<file path="config.mk">
export PLATFORM = sky130hd
export DESIGN_NAME = intvec_ctrl
export DESIGN_NICKNAME = d
export VERILOG_FILES = /design/src/rtl/intvec_pkg.sv /design/src/rtl/intvec_gate.sv /design/src/rtl/intvec_prio.sv /design/src/rtl/intvec_hold.sv /design/src/rtl/intvec_clr.sv /design/src/rtl/intvec_ctrl.sv
export SDC_FILE = /design/constraint.sdc
export NUM_CORES = 1
export LEC_CHECK = 0
export ABC_AREA = 1
export BUFFER_PORTS_ARGS = -buffer_cell sky130_fd_sc_hd__buf_2
export CORE_ASPECT_RATIO = 0.5
export CORE_UTILIZATION = 34
export DETAILED_ROUTE_END_ITERATION = 7
export GPL_ROUTABILITY_DRIVEN = 0
export MAX_ROUTING_LAYER = met4
export PLACE_DENSITY = 0.84
export SETUP_SLACK_MARGIN = 0.4
export SKIP_LAST_GASP = 1
export SYNTH_ARGS = -nofsm -noshare
export SYNTH_HDL_FRONTEND = slang
export SYNTH_SLANG_ARGS = --single-unit
</file>
<file path="constraint.sdc">
create_clock -name clk -period 1.7 [get_ports clk]
set_input_delay 0.34 -clock clk [delete_from_list [all_inputs] [get_ports clk]]
set_output_delay 0.34 -clock clk [all_outputs]
set_load 0.005 [all_outputs]
</file>
<file path="src/rtl/intvec_pkg.sv">
// Package: slot layout, source map and class encoding for the interrupt vector controller.
// Assumes sources are numbered from the highest-priority slot downward, contiguously.
package intvec_pkg;

    localparam int SLOTS    = 32;
    localparam int SLOT_W   = $clog2(SLOTS);
    localparam int MASK_TOP = 29;
    localparam int MASK_BOT = 18;
    localparam int RST_SLOT = SLOTS - 1;
    localparam int NMI_SLOT = SLOTS - 2;

    typedef enum logic [1:0] {
        CLS_RESET = 2'd0,
        CLS_NMI   = 2'd1,
        CLS_MASK  = 2'd2,
        CLS_NONE  = 2'd3
    } slot_cls_e;

    // Number of sources feeding a slot.
    function automatic int slot_srcs(input int s);
        case (s)
            31, 30:          return 3;
            29, 26, 25, 21:  return 1;
            28, 24, 23, 22:  return 2;
            19, 18:          return 8;
            default:         return 0;
        endcase
    endfunction

    // Index of the first source of slot s (all higher slots come first).
    function automatic int first_src(input int s);
        int acc;
        acc = 0;
        for (int k = SLOTS - 1; k > s; k--) acc += slot_srcs(k);
        return acc;
    endfunction

    localparam int NSRC    = first_src(-1);
    localparam int RST_CNT = slot_srcs(RST_SLOT);

    // Slot that source i feeds.
    function automatic int src_slot(input int i);
        for (int s = SLOTS - 1; s >= 0; s--) begin
            if (i >= first_src(s) && i < first_src(s) + slot_srcs(s)) return s;
        end
        return 0;
    endfunction

    // Gating class of a slot.
    function automatic slot_cls_e slot_class(input int s);
        if (s == RST_SLOT) return CLS_RESET;
        if (s == NMI_SLOT) return CLS_NMI;
        if (s >= MASK_BOT && s <= MASK_TOP && slot_srcs(s) > 0) return CLS_MASK;
        return CLS_NONE;
    endfunction

endpackage

</file>
<file path="src/rtl/intvec_gate.sv">
// Module: qualifies each source by its class rules and ORs sources into per-slot pending bits.
// Assumes the package source map; slots without sources are tied to zero.
module intvec_gate
    import intvec_pkg::*;
(
    input  logic [NSRC-1:0]  src_flag,
    input  logic [NSRC-1:0]  src_en,
    input  logic             gie,
    output logic [SLOTS-1:0] slot_pend
);

    logic [NSRC-1:0] qual;

    // Per-source qualification chosen by the class of the slot it feeds.
    for (genvar i = 0; i < NSRC; i++) begin : g_src
        localparam slot_cls_e CLS = slot_class(src_slot(i));
        if (CLS == CLS_RESET) begin : g_rst
            assign qual[i] = src_flag[i];
        end else if (CLS == CLS_NMI) begin : g_nmi
            assign qual[i] = src_flag[i] & src_en[i];
        end else begin : g_msk
            assign qual[i] = src_flag[i] & src_en[i] & gie;
        end
    end

    // Per-slot OR of its contiguous source range.
    for (genvar s = 0; s < SLOTS; s++) begin : g_slot
        localparam int F = first_src(s);
        localparam int C = slot_srcs(s);
        if (C > 0) begin : g_used
            assign slot_pend[s] = |qual[F+C-1:F];
        end else begin : g_empty
            assign slot_pend[s] = 1'b0;
        end
    end

endmodule

</file>
<file path="src/rtl/intvec_prio.sv">
// Module: fixed-priority encoder, highest set index wins.
// Assumes N is at least 2.
module intvec_prio #(
    parameter int N     = 32,
    localparam int IDX_W = $clog2(N)
) (
    input  logic [N-1:0]     req,
    output logic             found,
    output logic [IDX_W-1:0] idx
);

    // Scan upward so the last (highest) set bit is kept.
    always_comb begin
        found = 1'b0;
        idx   = '0;
        for (int k = 0; k < N; k++) begin
            if (req[k]) begin
                found = 1'b1;
                idx   = IDX_W'(k);
            end
        end
    end

endmodule

</file>
<file path="src/rtl/intvec_hold.sv">
// Module: latches the winning slot while idle and presents it until acknowledged.
// Assumes synchronous active-low reset; ack is ignored while nothing is presented.
module intvec_hold
    import intvec_pkg::*;
(
    input  logic              clk,
    input  logic              rst_n,
    input  logic              found,
    input  logic [SLOT_W-1:0] win_slot,
    input  logic              irq_ack,
    output logic              irq_valid,
    output logic [SLOT_W-1:0] cur_slot,
    output logic              ack_fire
);

    typedef enum logic {ST_IDLE, ST_SHOW} hold_st_e;
    hold_st_e st_q;

    assign irq_valid = (st_q == ST_SHOW);
    assign ack_fire  = irq_valid & irq_ack;

    // State and latched slot update.
    always_ff @(posedge clk) begin
        if (!rst_n) begin
            st_q     <= ST_IDLE;
            cur_slot <= '0;
        end else begin
            case (st_q)
                ST_IDLE: if (found) begin
                    st_q     <= ST_SHOW;
                    cur_slot <= win_slot;
                end
                ST_SHOW: if (irq_ack) begin
                    st_q     <= ST_IDLE;
                    cur_slot <= '0;
                end
                default: st_q <= ST_IDLE;
            endcase
        end
    end

endmodule

</file>
<file path="src/rtl/intvec_clr.sv">
// Module: decodes acknowledge pulses into per-source clears for single-source maskable slots.
// Assumes ack_fire is high for exactly the acknowledge cycle.
module intvec_clr
    import intvec_pkg::*;
(
    input  logic              ack_fire,
    input  logic [SLOT_W-1:0] cur_slot,
    output logic [NSRC-1:0]   src_clr
);

    // One clear line per source; only single-source maskable slots get one.
    for (genvar i = 0; i < NSRC; i++) begin : g_clr
        localparam int S = src_slot(i);
        if (slot_class(S) == CLS_MASK && slot_srcs(S) == 1) begin : g_auto
            assign src_clr[i] = ack_fire && (cur_slot == SLOT_W'(S));
        end else begin : g_keep
            assign src_clr[i] = 1'b0;
        end
    end

endmodule

</file>
<file path="src/rtl/intvec_ctrl.sv">
// Module: top of the interrupt vector controller; gates, prioritizes, holds and decodes.
// Assumes peripherals clear a flag on its src_clr pulse and the CPU drops gie on gie_clr.
module intvec_ctrl
    import intvec_pkg::*;
#(
    parameter int              ADDR_W   = 16,
    parameter logic [ADDR_W-1:0] VEC_BASE = 16'hFFC0
) (
    input  logic              clk,
    input  logic              rst_n,
    input  logic [NSRC-1:0]   src_flag,
    input  logic [NSRC-1:0]   src_en,
    input  logic              gie,
    input  logic              irq_ack,
    output logic              irq_valid,
    output logic [ADDR_W-1:0] vec_addr,
    output logic [NSRC-1:0]   src_clr,
    output logic              gie_clr
);

    localparam int PAD_W = ADDR_W - SLOT_W - 1;

    logic [SLOTS-1:0]  slot_pend;
    logic              found;
    logic [SLOT_W-1:0] win_slot;
    logic [SLOT_W-1:0] cur_slot;
    logic              ack_fire;

    intvec_gate u_gate (
        .src_flag  (src_flag),
        .src_en    (src_en),
        .gie       (gie),
        .slot_pend (slot_pend)
    );

    intvec_prio #(.N(SLOTS)) u_prio (
        .req   (slot_pend),
        .found (found),
        .idx   (win_slot)
    );

    intvec_hold u_hold (
        .clk       (clk),
        .rst_n     (rst_n),
        .found     (found),
        .win_slot  (win_slot),
        .irq_ack   (irq_ack),
        .irq_valid (irq_valid),
        .cur_slot  (cur_slot),
        .ack_fire  (ack_fire)
    );

    intvec_clr u_clr (
        .ack_fire (ack_fire),
        .cur_slot (cur_slot),
        .src_clr  (src_clr)
    );

    // Table address from the latched slot; zero while idle.
    always_comb begin
        vec_addr = irq_valid ? (VEC_BASE + {{PAD_W{1'b0}}, cur_slot, 1'b0}) : '0;
    end

    assign gie_clr = ack_fire;

endmodule

</file>
### Word level (Yosys, flattened, before mapping)

Cells that the tools add are included.

| word-level totals | value |
|---|---|
| bits in registers | 6 |
| input bits | 72 |
| output and inout bits | 52 |
| logic and storage cells | 114 |

| cells by class | value |
|---|---|
| add/subtract/negate cells | 1 |
| equality and inequality tests | 6 |
| multiplexer cells | 31 |
| bitwise operators | 61 |
| reduce and logical (&&, ||, !) cells | 13 |

Operators by type and width:

| operator | count |
|---|---|
| $mux W5 | 14 |
| $and A1 B1 Y1 | 60 |
| $eq A5 B5 Y1 const B | 4 |
| $mux W16 | 1 |
| $reduce_or A8 Y1 | 2 |
| $mux W1 | 14 |
| $pmux W5 S2 | 1 |
| $add A7 B7 Y8 const A | 1 |
| $reduce_or A2 Y1 | 4 |
| $reduce_or A3 Y1 | 2 |
| $logic_and A1 B1 Y1 | 4 |
| $ne A2 B2 Y1 const B | 2 |
| $pmux W1 S2 | 1 |
| $reduce_and A2 Y1 | 1 |
| $not A1 Y1 | 1 |

### Logic depth before layout (Yosys ltp)

Gate-level depths: netlist (run 1).

| depth | value |
|---|---|
| depth in word-level cells | 17 |
| mapped depth | 16 |
| mapped depth without buffers | 14 |

### By module

A second synthesis (run 1) with hierarchy kept.

| second synthesis, totals | value |
|---|---|
| cell total of the unflattened synthesis | 285 |
| area, all modules | 1515.2 um^2 |

Modules (own cells, without submodules):

| module | times used | cells each | area each (um^2) | sequential area each (um^2) |
|---|---|---|---|---|
| intvec_prio | 1 | 106 | 430.4 | 0.0 |
| intvec_gate | 1 | 79 | 429.2 | 0.0 |
| intvec_clr | 1 | 48 | 297.8 | 0.0 |
| intvec_hold | 1 | 30 | 234.0 | 120.1 |
| intvec_ctrl | 1 | 22 | 123.9 | 0.0 |

### Worst setup path after synthesis (run 1)

Ideal clock, no wire load.

| timing | value |
|---|---|
| path kind | reg2out |
| start | register u_hold.st_q (netlist: u_hold.irq_valid) |
| end | output port src_clr[17] |
| data arrival time | 1147 ps |
| required time | 1360 ps |
| setup slack | 213 ps |
| stages on the path, launching flop included | 5 |
| path buffers | 0 |
| cell sequence | dfxtp_1 -> nand2_1 -> inv_1 -> nand4_1 -> nor2_1 |

| between the ends | value |
|---|---|
| cells in the longest elaborated chain, start to end | 2 |

RTL lines:

| what | line | source |
|---|---|---|
| start, declared | intvec_hold.sv:17 | `hold_st_e st_q;` |
| start signal, assigned | intvec_hold.sv:25 | `st_q <= ST_IDLE;` |
| start signal, assigned | intvec_hold.sv:30 | `st_q <= ST_SHOW;` |
| start signal, assigned | intvec_hold.sv:34 | `st_q <= ST_IDLE;` |
| $and A1 B1 Y1 | intvec_hold.sv:20 | `assign ack_fire = irq_valid & irq_ack;` |
| via gie_clr | intvec_ctrl.sv:18 | `output logic gie_clr` |
| $logic_and A1 B1 Y1 | intvec_clr.sv:15 | `assign src_clr[i] = ack_fire && (cur_slot == SLOT_W'(S));` |
| end, declared | intvec_ctrl.sv:17 | `output logic [NSRC-1:0] src_clr,` |

The timed path passes the listed nets, and every way through them passes these cells.

### Worst setup path in the final report (run 1)

| timing | value |
|---|---|
| start | register u_hold.cur_slot[0] |
| end | output port src_clr[17] |

| between the ends | value |
|---|---|
| cells in the longest elaborated chain, start to end | 2 |

RTL lines:

| what | line | source |
|---|---|---|
| start, declared | intvec_hold.sv:12 | `output logic [SLOT_W-1:0] cur_slot,` |
| start signal, assigned | intvec_hold.sv:31 | `cur_slot <= win_slot;` |
| $eq A5 B5 Y1 | intvec_clr.sv:15 |  |
| $logic_and A1 B1 Y1 | intvec_clr.sv:15 |  |

Every way passes these cells.

==> impl_metrics.env, run 1 <==
export IMPL_grt_setup_unrepaired="true"
export IMPL_rrSetupSlack_ns=0.50
export IMPL_min_from="rst_n"
export IMPL_hold_end="u_hold.irq_valid$_SDFF_PN0_"
export IMPL_final_max_slew_violation_count=0
export IMPL_port_buffers=89
export IMPL_clockRootBuffer="clkbuf_8"
export IMPL_overflow=0
export IMPL_min_path_cells=3
export IMPL_diodes_inserted=0
export IMPL_detail_route_drc_violations=0
export IMPL_route_vias_total=1392
export IMPL_drv_max_cap_violation_count=0
export IMPL_cts_tree="done"
export IMPL_cp_max_fo=3
export IMPL_post_layout_nonfiller_instances=316
export IMPL_wire_length_of_the_first_global_routing_pass_um=4320
export IMPL_post_layout_net_count=349
export IMPL_fmax_mhz=707
export IMPL_worst_skew_pair_late_latency_ns=0.22
export IMPL_die_width_um=81.8
export IMPL_drt_pre_antenna_iters=5
export IMPL_r2r_end="u_hold.cur_slot[1]$_SDFFE_PN0P_"
export IMPL_crit_type="reg -> out"
export IMPL_worst_setup_hold_path_clk_slew_ns=0.04
export IMPL_layout_worst_path_cycle_share=0.832
export IMPL_most_common_cell_after_layout_fill_and_taps_aside="buf_2"
export IMPL_initial_utilization=0.359
export IMPL_worstPathCellList="inv_2 > nor2_4 > nand4_1 > nor2_1 > buf_2"
export IMPL_final_setup_worst_slack_ns=0.286
export IMPL_post_place_ws_ns=0.0253
export IMPL_worstPathRequired_ns=1.36
export IMPL_tritoncts_num_buffers=3
export IMPL_met2RoutedLength_um=1770
export IMPL_clock_sinks=6
export IMPL_avgRoutedWirePerCell_um=9.82
export IMPL_post_synthesis_average_cell_area_um2=5.91
export IMPL_worst_clock_skew_ns=0.00406
export IMPL_floorplan_core_area_mm2=0.00301
export IMPL_syn_std_cell_area_mm2=0.00108
export IMPL_fraction_of_the_yosys_area_taken_by_sequential_cells=0.111
export IMPL_route_top_layer_used="met4"
export IMPL_postRouteWirelength_um=3100
export IMPL_maximum_number_of_pins_on_one_net_before_global_route_repair=17
export IMPL_synthesis_instances=183
export IMPL_met3_wirelength_um=168
export IMPL_cts_hold_buffers_added=0
export IMPL_finalSetupViolCount=0
export IMPL_critical_path_endpoint_type="output port"
export IMPL_mostFrequentLayoutCells="86 x buf_2, 52 x nand2_1, 31 x conb_1"
export IMPL_ys_seq_elements=6
export IMPL_ir_drop_mv=0.253
export IMPL_worst_setup_path_start_kind="flop"
export IMPL_design_portCount=124
export IMPL_post_synth_num_cell_types=21
export IMPL_status="completed"
export IMPL_pwr_density_cell_mw_per_mm2=440
export IMPL_detail_route_antenna_nets=0
export IMPL_timing_hold_worst_class="in -> reg"
export IMPL_reg2reg_depth=6
export IMPL_die_y_um=41.9
export IMPL_grt_util_all_layers=0.165
export IMPL_antenna_found_initial=0
export IMPL_cts_buffer_depth=2
export IMPL_finalWorstPathRequiredPeriod_ns=1.41
export IMPL_final_hold_violation_count=0
export IMPL_die_area_mm2=0.00343
export IMPL_post_synth_top_area_cell="buf_4"
export IMPL_routed_via_density=4.41
export IMPL_initialDrtViolationCount=29
export IMPL_cts_max_level=1
export IMPL_place_inst=300
export IMPL_hpwlAfterDp_um=2260
export IMPL_netlist_top_cells_area="buf_4 28%, nand2_1 19%, dfxtp_1 11%"
export IMPL_yosys_warnings=0
export IMPL_timing_critical_path_arrival_ns=1.07
export IMPL_finalCoreUtilization=0.546
export IMPL_cp_slowest_stage_delay_ns=0.35
export IMPL_grt_pass1_vias=1146
export IMPL_m1WireLength_um=1130
export IMPL_placement_rows=14
export IMPL_areaGrowthSynthToFinish_pct=51.9
export IMPL_r2r_start="u_hold.irq_valid$_SDFF_PN0_"
export IMPL_static_leakage_power_nw=0.983
export IMPL_drive_gt1_frac=0.511
export IMPL_worst_path_max_delay_cell="dfxtp_2"
export IMPL_setup_tns_ns=0
export IMPL_yosysTopAreaCellShare=0.284
-- repair_timing --
| item | CTS | global route |
|---|---|---|
| pin swaps | 5 | 11 |
| gates resized for setup | 12 | 27 |
| setup buffers | 4 | 8 |
| setup endpoints to repair | 10 | 11 |
| endpoints found under the hold margin | 0 | 0 |
-- metal layers --
layer	vias up	global-route usage
li1	697	-
met1	625	0.142
met2	64	0.350
met3	6	0.0198
met4	0	0.0632
met5	-	-
-- cells by family after synthesis --
group | synth area share
AND/OR/NAND/NOR | 0.402
buffers and inverters | 0.376
AO/OA/AOI/OAI | 0.108
flip-flops | 0.111
other | 0.00346
-- flip-flops by register name (all words and copies together) (netlist names) --
| register | flops |
|---|---|
| u_hold.cur_slot | 5 |
| u_hold.irq_valid | 1 |
-- report_power, final --
part           leakage, nW  internal (W)  switching (W)
clock               0.0228      0.000161      0.0000639
combinational        0.909      0.000162       0.000166
sequential          0.0511      0.000154      0.0000166
-- stage by stage --
stage          total power (W)  cell area, um^2  hold WS [ns]
2_1_floorplan         0.000382             1210         0.455
3_3_place_gp          0.000422             1370         0.474
3_5_place_dp          0.000428             1370         0.482
4_1_cts               0.000676             1480         0.386
5_1_grt               0.000773             1640         0.416
6_report              0.000724             1640         0.398
-- area by class of cell --
cell class,instances,area (um^2)
fillers,301,1370
multi-input cells,146,768
repair buffers,102,582
flip-flops and latches,6,126
inverters,18,72.6
well taps,40,50.0
clock buffers,4,45.0
-- synth_stat cells, drive strengths merged --
cell   count
inv       18
nand3     22
nor3       2
a31oi      1
a21oi     12
nand2     56
or2        1
nor2      12
o21ai      4
dfxtp      6
nand4      5
conb       1
buf       43
-- how the worst max path moves through the flow --
stage,startpoint,to,slack [ns]
6_report,u_hold.cur_slot[0]$_SDFFE_PN0P_,src_clr[17],0.29
5_1_grt,u_hold.cur_slot[0]$_SDFFE_PN0P_,src_clr[17],0.25
4_1_cts,u_hold.cur_slot[3]$_SDFFE_PN0P_,src_clr[9],0.27
3_5_place_dp,gie,u_hold.cur_slot[1]$_SDFFE_PN0P_,0.03
3_3_place_gp,gie,u_hold.cur_slot[0]$_SDFFE_PN0P_,0.11
2_1_floorplan,gie,u_hold.cur_slot[0]$_SDFFE_PN0P_,0.32
-- critical path, delay by kind of cell, from the launching register on --
family,cells,cell delay (ns)
DFF,1,0.35
and+or+nand+nor,3,0.32
buffers and inverters,2,0.17
(Power assumes the default switching activity.)
==> inputs of run 2 (changes only) <==
==> constraint.sdc (replaced) <==
create_clock -name clk -period 1.37 [get_ports clk]
set_input_delay 0.274 -clock clk [delete_from_list [all_inputs] [get_ports clk]]
set_output_delay 0.274 -clock clk [all_outputs]
set_load 0.005 [all_outputs]
==> impl_metrics.env, run 2 (synthesis gave the netlist of run 1 again) <==
export IMPL_clockRootBuffer="clkbuf_8"
export IMPL_die_area_mm2=0.00343
export IMPL_final_hold_violation_count=0
export IMPL_finalSetupViolCount=0
export IMPL_fmax_mhz=732
export IMPL_initial_utilization=0.359
export IMPL_grt_util_all_layers=0.193
export IMPL_worstPathRequired_ns=1.10
export IMPL_worst_clock_skew_ns=0.000502
export IMPL_timing_critical_path_arrival_ns=1.09
export IMPL_cts_buffer_depth=2
export IMPL_wire_length_of_the_first_global_routing_pass_um=5010
export IMPL_clock_sinks=6
export IMPL_drt_pre_antenna_iters=4
export IMPL_cts_max_level=1
export IMPL_worst_skew_pair_late_latency_ns=0.22
export IMPL_worstPathCellList="nand2_4 > inv_2 > nand4_1 > nor2_1 > buf_2"
export IMPL_placement_rows=14
export IMPL_ir_drop_mv=0.499
export IMPL_design_portCount=124
export IMPL_die_y_um=41.9
export IMPL_dpl_instance_area_mm2=0.00142
export IMPL_final_max_slew_violation_count=0
export IMPL_mostFrequentLayoutCells="55 x buf_2, 41 x nand2_1, 38 x buf_6"
export IMPL_hpwlAfterDp_um=2150
export IMPL_overflow=0
export IMPL_layout_worst_path_cycle_share=0.998
export IMPL_initialDrtViolationCount=26
export IMPL_grt_setup_unrepaired="true"
export IMPL_routed_via_density=4.51
export IMPL_route_vias_total=1461
export IMPL_worst_path_max_delay_cell="dfxtp_4"
export IMPL_drv_max_cap_violation_count=0
export IMPL_nFillCells=234
export IMPL_detail_route_antenna_nets=0
export IMPL_maximum_number_of_pins_on_one_net_before_global_route_repair=9
export IMPL_floorplan_core_area_mm2=0.00301
export IMPL_timing_hold_worst_class="in -> reg"
export IMPL_avgRoutedWirePerCell_um=10.7
export IMPL_cts_tree="done"
export IMPL_cp_slowest_stage_delay_ns=0.38
export IMPL_areaGrowthSynthToFinish_pct=86.0
export IMPL_drive_gt1_frac=0.595
export IMPL_postRouteWirelength_um=3470
export IMPL_static_leakage_power_nw=1.12
export IMPL_worst_setup_path_start_kind="flop"
export IMPL_most_common_cell_after_layout_fill_and_taps_aside="buf_2"
export IMPL_finalCoreUtilization=0.668
export IMPL_worst_setup_hold_path_clk_slew_ns=0.04
export IMPL_largest_register_ffs=5
export IMPL_status="completed"
export IMPL_finalWorstPathRequiredPeriod_ns=1.37
export IMPL_pwr_density_cell_mw_per_mm2=519
export IMPL_largest_register="u_hold.cur_slot"
export IMPL_detail_route_drc_violations=0
export IMPL_grt_pass1_vias=1277
export IMPL_setup_tns_ns=0
export IMPL_port_buffers=89
export IMPL_post_layout_net_count=357
export IMPL_cp_max_fo=4
export IMPL_tritoncts_num_buffers=3
export IMPL_diodes_inserted=0
export IMPL_die_width_um=81.8
export IMPL_crit_type="reg -> out"
export IMPL_antenna_found_initial=0
export IMPL_final_cell_area_mm2=0.00201
export IMPL_critical_path_endpoint_type="output port"
[run 2: changes by cell type in the layout (fill, tap and decap cells not counted), moves of 3 or more]
cell	change
buf_6	+37
buf_2	-31
nand2_1	-11
nand2_2	+8
inv_1	-4
nand2_4	+4
a21oi_1	-3
dfxtp_1	-3
dfxtp_2	+3
inv_2	+3
[run 2: report_power, final]
group          switching [W]  internal (W)
logic               0.000243      0.000308
registers          0.0000187      0.000193
clock network      0.0000820      0.000201
total               0.000343      0.000701
[run 2: routing by layer]
layer	vias to the layer above	part of all wire	global-route usage
li1	716	-	-
met1	647	0.33	0.176
met2	88	0.58	0.397
met3	10	0.064	0.0198
met4	0	0.023	0.0807
met5	-	0	-
[run 2: worst paths after layout]
| kind | start | endpoint | slack, ns | cells past startpoint |
|---|---|---|---|---|
| max | u_hold.irq_valid$_SDFF_PN0_ | src_clr[6] | 0.003 | 5 |
| min | rst_n | u_hold.cur_slot[4]$_SDFFE_PN0P_ | 0.36 | 3 |
| max reg2reg | u_hold.irq_valid$_SDFF_PN0_ | u_hold.cur_slot[0]$_SDFFE_PN0P_ | 0.13 | 6 |
| min reg2reg | u_hold.cur_slot[4]$_SDFFE_PN0P_ | u_hold.cur_slot[4]$_SDFFE_PN0P_ | 0.49 | 2 |
[run 2: final cells by class]
type	count	area [um^2]	share of cell area
Multi-Input combinational cell	146	813	0.404
Timing Repair Buffer	110	898	0.446
Clock buffer	4	45.0	0.0224
Sequential cell	6	130	0.0646
Inverter	18	76.3	0.0379
Tap cell	40	50.0	0.0249
[run 2: what timing repair did]
item	in CTS	in global routing
gates resized for setup	66	30
setup buffers	8	4
gates cloned	2	0
pin swaps	34	22
hold buffers	0	0
endpoints found under the setup margin	27	27
[run 2: worst max-delay path, delay by kind of cell, from the launching register on]
kind,cells,cell delay [ns]
buffers and inverters,2,0.19
DFF,1,0.38
and+or+nand+nor,3,0.31
[run 2: metrics by stage]
stage	hold slack (ns)	cells	total power, W	setup slack, ns
4_1_cts	0.349	320	0.000975	0.0495
2_1_floorplan	0.411	213	0.000476	0.0516
5_1_grt	0.395	324	0.00111	-0.0424
3_5_place_dp	0.470	306	0.000545	-0.136
3_3_place_gp	0.472	306	0.000538	-0.0788
6_report	0.356	324	0.00104	0.00338
==> inputs of run 3 (changes only) <==
--- a/config.mk
+++ b/config.mk
@@ -13,7 +13,7 @@
 export GPL_ROUTABILITY_DRIVEN = 0
 export MAX_ROUTING_LAYER = met4
 export PLACE_DENSITY = 0.84
-export SETUP_SLACK_MARGIN = 0.4
+export SETUP_SLACK_MARGIN = 0.1
 export SKIP_LAST_GASP = 1
 export SYNTH_ARGS = -nofsm -noshare
 export SYNTH_HDL_FRONTEND = slang
==> impl_metrics.env, run 3 (synthesis gave the netlist of run 1 again) <==
export IMPL_status="completed"
export IMPL_post_place_ws_ns=-0.139
export IMPL_die_width_um=81.8
export IMPL_final_hold_violation_count=0
export IMPL_hpwlAfterDp_um=2360
export IMPL_detail_route_drc_violations=0
export IMPL_multiInputGateArea_um2=764
export IMPL_r2r_start="u_hold.irq_valid$_SDFF_PN0_"
export IMPL_post_layout_net_count=351
export IMPL_worst_setup_hold_path_clk_slew_ns=0.04
export IMPL_ir_drop_mv=0.257
export IMPL_rrSetupSlack_ns=0.41
export IMPL_met3_wirelength_um=170
export IMPL_wire_length_of_the_first_global_routing_pass_um=4170
export IMPL_drive_gt1_frac=0.542
export IMPL_routed_via_density=4.33
export IMPL_final_max_slew_violation_count=0
export IMPL_cts_hold_buffers_added=0
export IMPL_met2RoutedLength_um=1780
export IMPL_postRouteWirelength_um=3070
export IMPL_pwr_density_cell_mw_per_mm2=532
export IMPL_port_buffers=89
export IMPL_worst_path_max_delay_cell="dfxtp_2"
export IMPL_cp_slowest_stage_delay_ns=0.32
export IMPL_sequential_cell_area_um2=130
export IMPL_min_path_cells=3
export IMPL_path_buf_inv=2
export IMPL_worst_setup_path_start_kind="flop"
export IMPL_total_power_w=0.000883
export IMPL_post_layout_nonfiller_instances=317
export IMPL_critical_path_endpoint_type="output port"
export IMPL_initialDrtViolationCount=27
export IMPL_cts_tree="done"
export IMPL_finalCoreUtilization=0.551
export IMPL_m1WireLength_um=1090
export IMPL_cts_buffer_depth=2
export IMPL_worst_clock_skew_ns=0.00374
export IMPL_worstPathRequired_ns=1.10
export IMPL_worstPathCellList="inv_2 > or2_4 > nor3_2 > buf_2"
export IMPL_placement_rows=14
export IMPL_diodes_inserted=0
export IMPL_route_vias_total=1374
export IMPL_initial_utilization=0.359
export IMPL_nFillCells=303
export IMPL_hold_end="u_hold.cur_slot[4]$_SDFFE_PN0P_"
export IMPL_r2r_end="u_hold.cur_slot[1]$_SDFFE_PN0P_"
export IMPL_tritoncts_num_buffers=3
export IMPL_mostFrequentLayoutCells="84 x buf_2, 50 x nand2_1, 31 x conb_1"
export IMPL_clock_sinks=6
export IMPL_largest_register_ffs=5
export IMPL_detail_route_antenna_nets=0
export IMPL_most_common_cell_after_layout_fill_and_taps_aside="buf_2"
export IMPL_drt_pre_antenna_iters=6
export IMPL_cts_max_level=1
export IMPL_crit_type="reg -> out"
export IMPL_areaGrowthSynthToFinish_pct=53.4
export IMPL_reg2reg_depth=5
export IMPL_design_portCount=124
export IMPL_static_leakage_power_nw=0.996
export IMPL_antenna_found_initial=0
export IMPL_largest_register="u_hold.cur_slot"
export IMPL_fmax_mhz=761
export IMPL_timing_hold_worst_class="in -> reg"
export IMPL_finalSetupViolCount=0
export IMPL_place_inst=308
export IMPL_layout_worst_path_cycle_share=0.959
export IMPL_worst_skew_pair_late_latency_ns=0.22
export IMPL_timing_critical_path_arrival_ns=1.04
export IMPL_overflow=0
export IMPL_critical_path_top_delay_family="simple AND/OR/NAND/NOR gates"
export IMPL_grt_pass1_vias=1127
export IMPL_drv_max_cap_violation_count=0
export IMPL_avgRoutedWirePerCell_um=9.69
export IMPL_final_setup_worst_slack_ns=0.0565
export IMPL_min_from="rst_n"
export IMPL_cp_max_fo=2
export IMPL_maximum_number_of_pins_on_one_net_before_global_route_repair=14
export IMPL_clockRootBuffer="clkbuf_8"
export IMPL_route_top_layer_used="met4"
export IMPL_grt_setup_unrepaired="true"
export IMPL_die_y_um=41.9
export IMPL_finalWorstPathRequiredPeriod_ns=1.31
export IMPL_grt_util_all_layers=0.155
export IMPL_floorplan_core_area_mm2=0.00301
export IMPL_die_area_mm2=0.00343
run 3: changes by cell type in the layout (fill, tap and decap cells not counted), sizes merged:
cell      change
buf           -6
clkbuf        -1
clkinvlp      -1
inv           +1
run 3: power by group:
part	total [W]	internal, W	switching [W]
Sequential	0.000210	0.000193	0.0000168
Clock	0.000258	0.000188	0.0000701
Combinational	0.000415	0.000206	0.000210
Total	0.000883	0.000587	0.000296
run 3: timing repair:
item | CTS | global route
pin swaps | 5 | 27
gates resized for setup | 15 | 31
buffers inserted | 1 | 5
endpoints found under the setup margin | 6 | 10
run 3: cell type report:
cell class,count,area share
inverter,18,0.0437
clock buffer,3,0.0249
multi-input combinational,146,0.460
tap,40,0.0301
sequential,6,0.0784
timing repair buffer,104,0.362
run 3: worst reg2reg max path, delay by kind of cell (launching register included):
kind	cells	cell delay, ns
AO/OA/AOI/OAI	1	0.06
buffers and inverters	2	0.26
flip-flops	1	0.37
AND/OR/NAND/NOR	2	0.15
run 3: worst max-delay path by stage:
stage	startpoint	to	slack, ns	cells past startpoint
floorplan	gie	u_hold.cur_slot[0]$_SDFFE_PN0P_	0.05	16
global placement	gie	u_hold.cur_slot[0]$_SDFFE_PN0P_	-0.08	9
detailed placement	gie	u_hold.cur_slot[1]$_SDFFE_PN0P_	-0.14	9
CTS	u_hold.cur_slot[0]$_SDFFE_PN0P_	src_clr[17]	0.05	5
global route	u_hold.irq_valid$_SDFF_PN0_	src_clr[17]	0.009	5
finish	u_hold.cur_slot[3]$_SDFFE_PN0P_	src_clr[9]	0.06	4
run 3: metrics by stage:
stage	hold slack, ns	instance area [um^2]	setup TNS, ns
6_report	0.339	1660	0
5_1_grt	0.341	1660	0
4_1_cts	0.328	1510	0
3_5_place_dp	0.487	1430	-0.525
3_3_place_gp	0.472	1430	-0.297
2_1_floorplan	0.415	1210	0
run 3: routing by layer:
layer | vias to the layer above | track usage
met1 | 608 | 0.150
met4 | 0 | 0.0421
li1 | 699 | -
met5 | - | -
met3 | 4 | 0.00879
met2 | 63 | 0.326
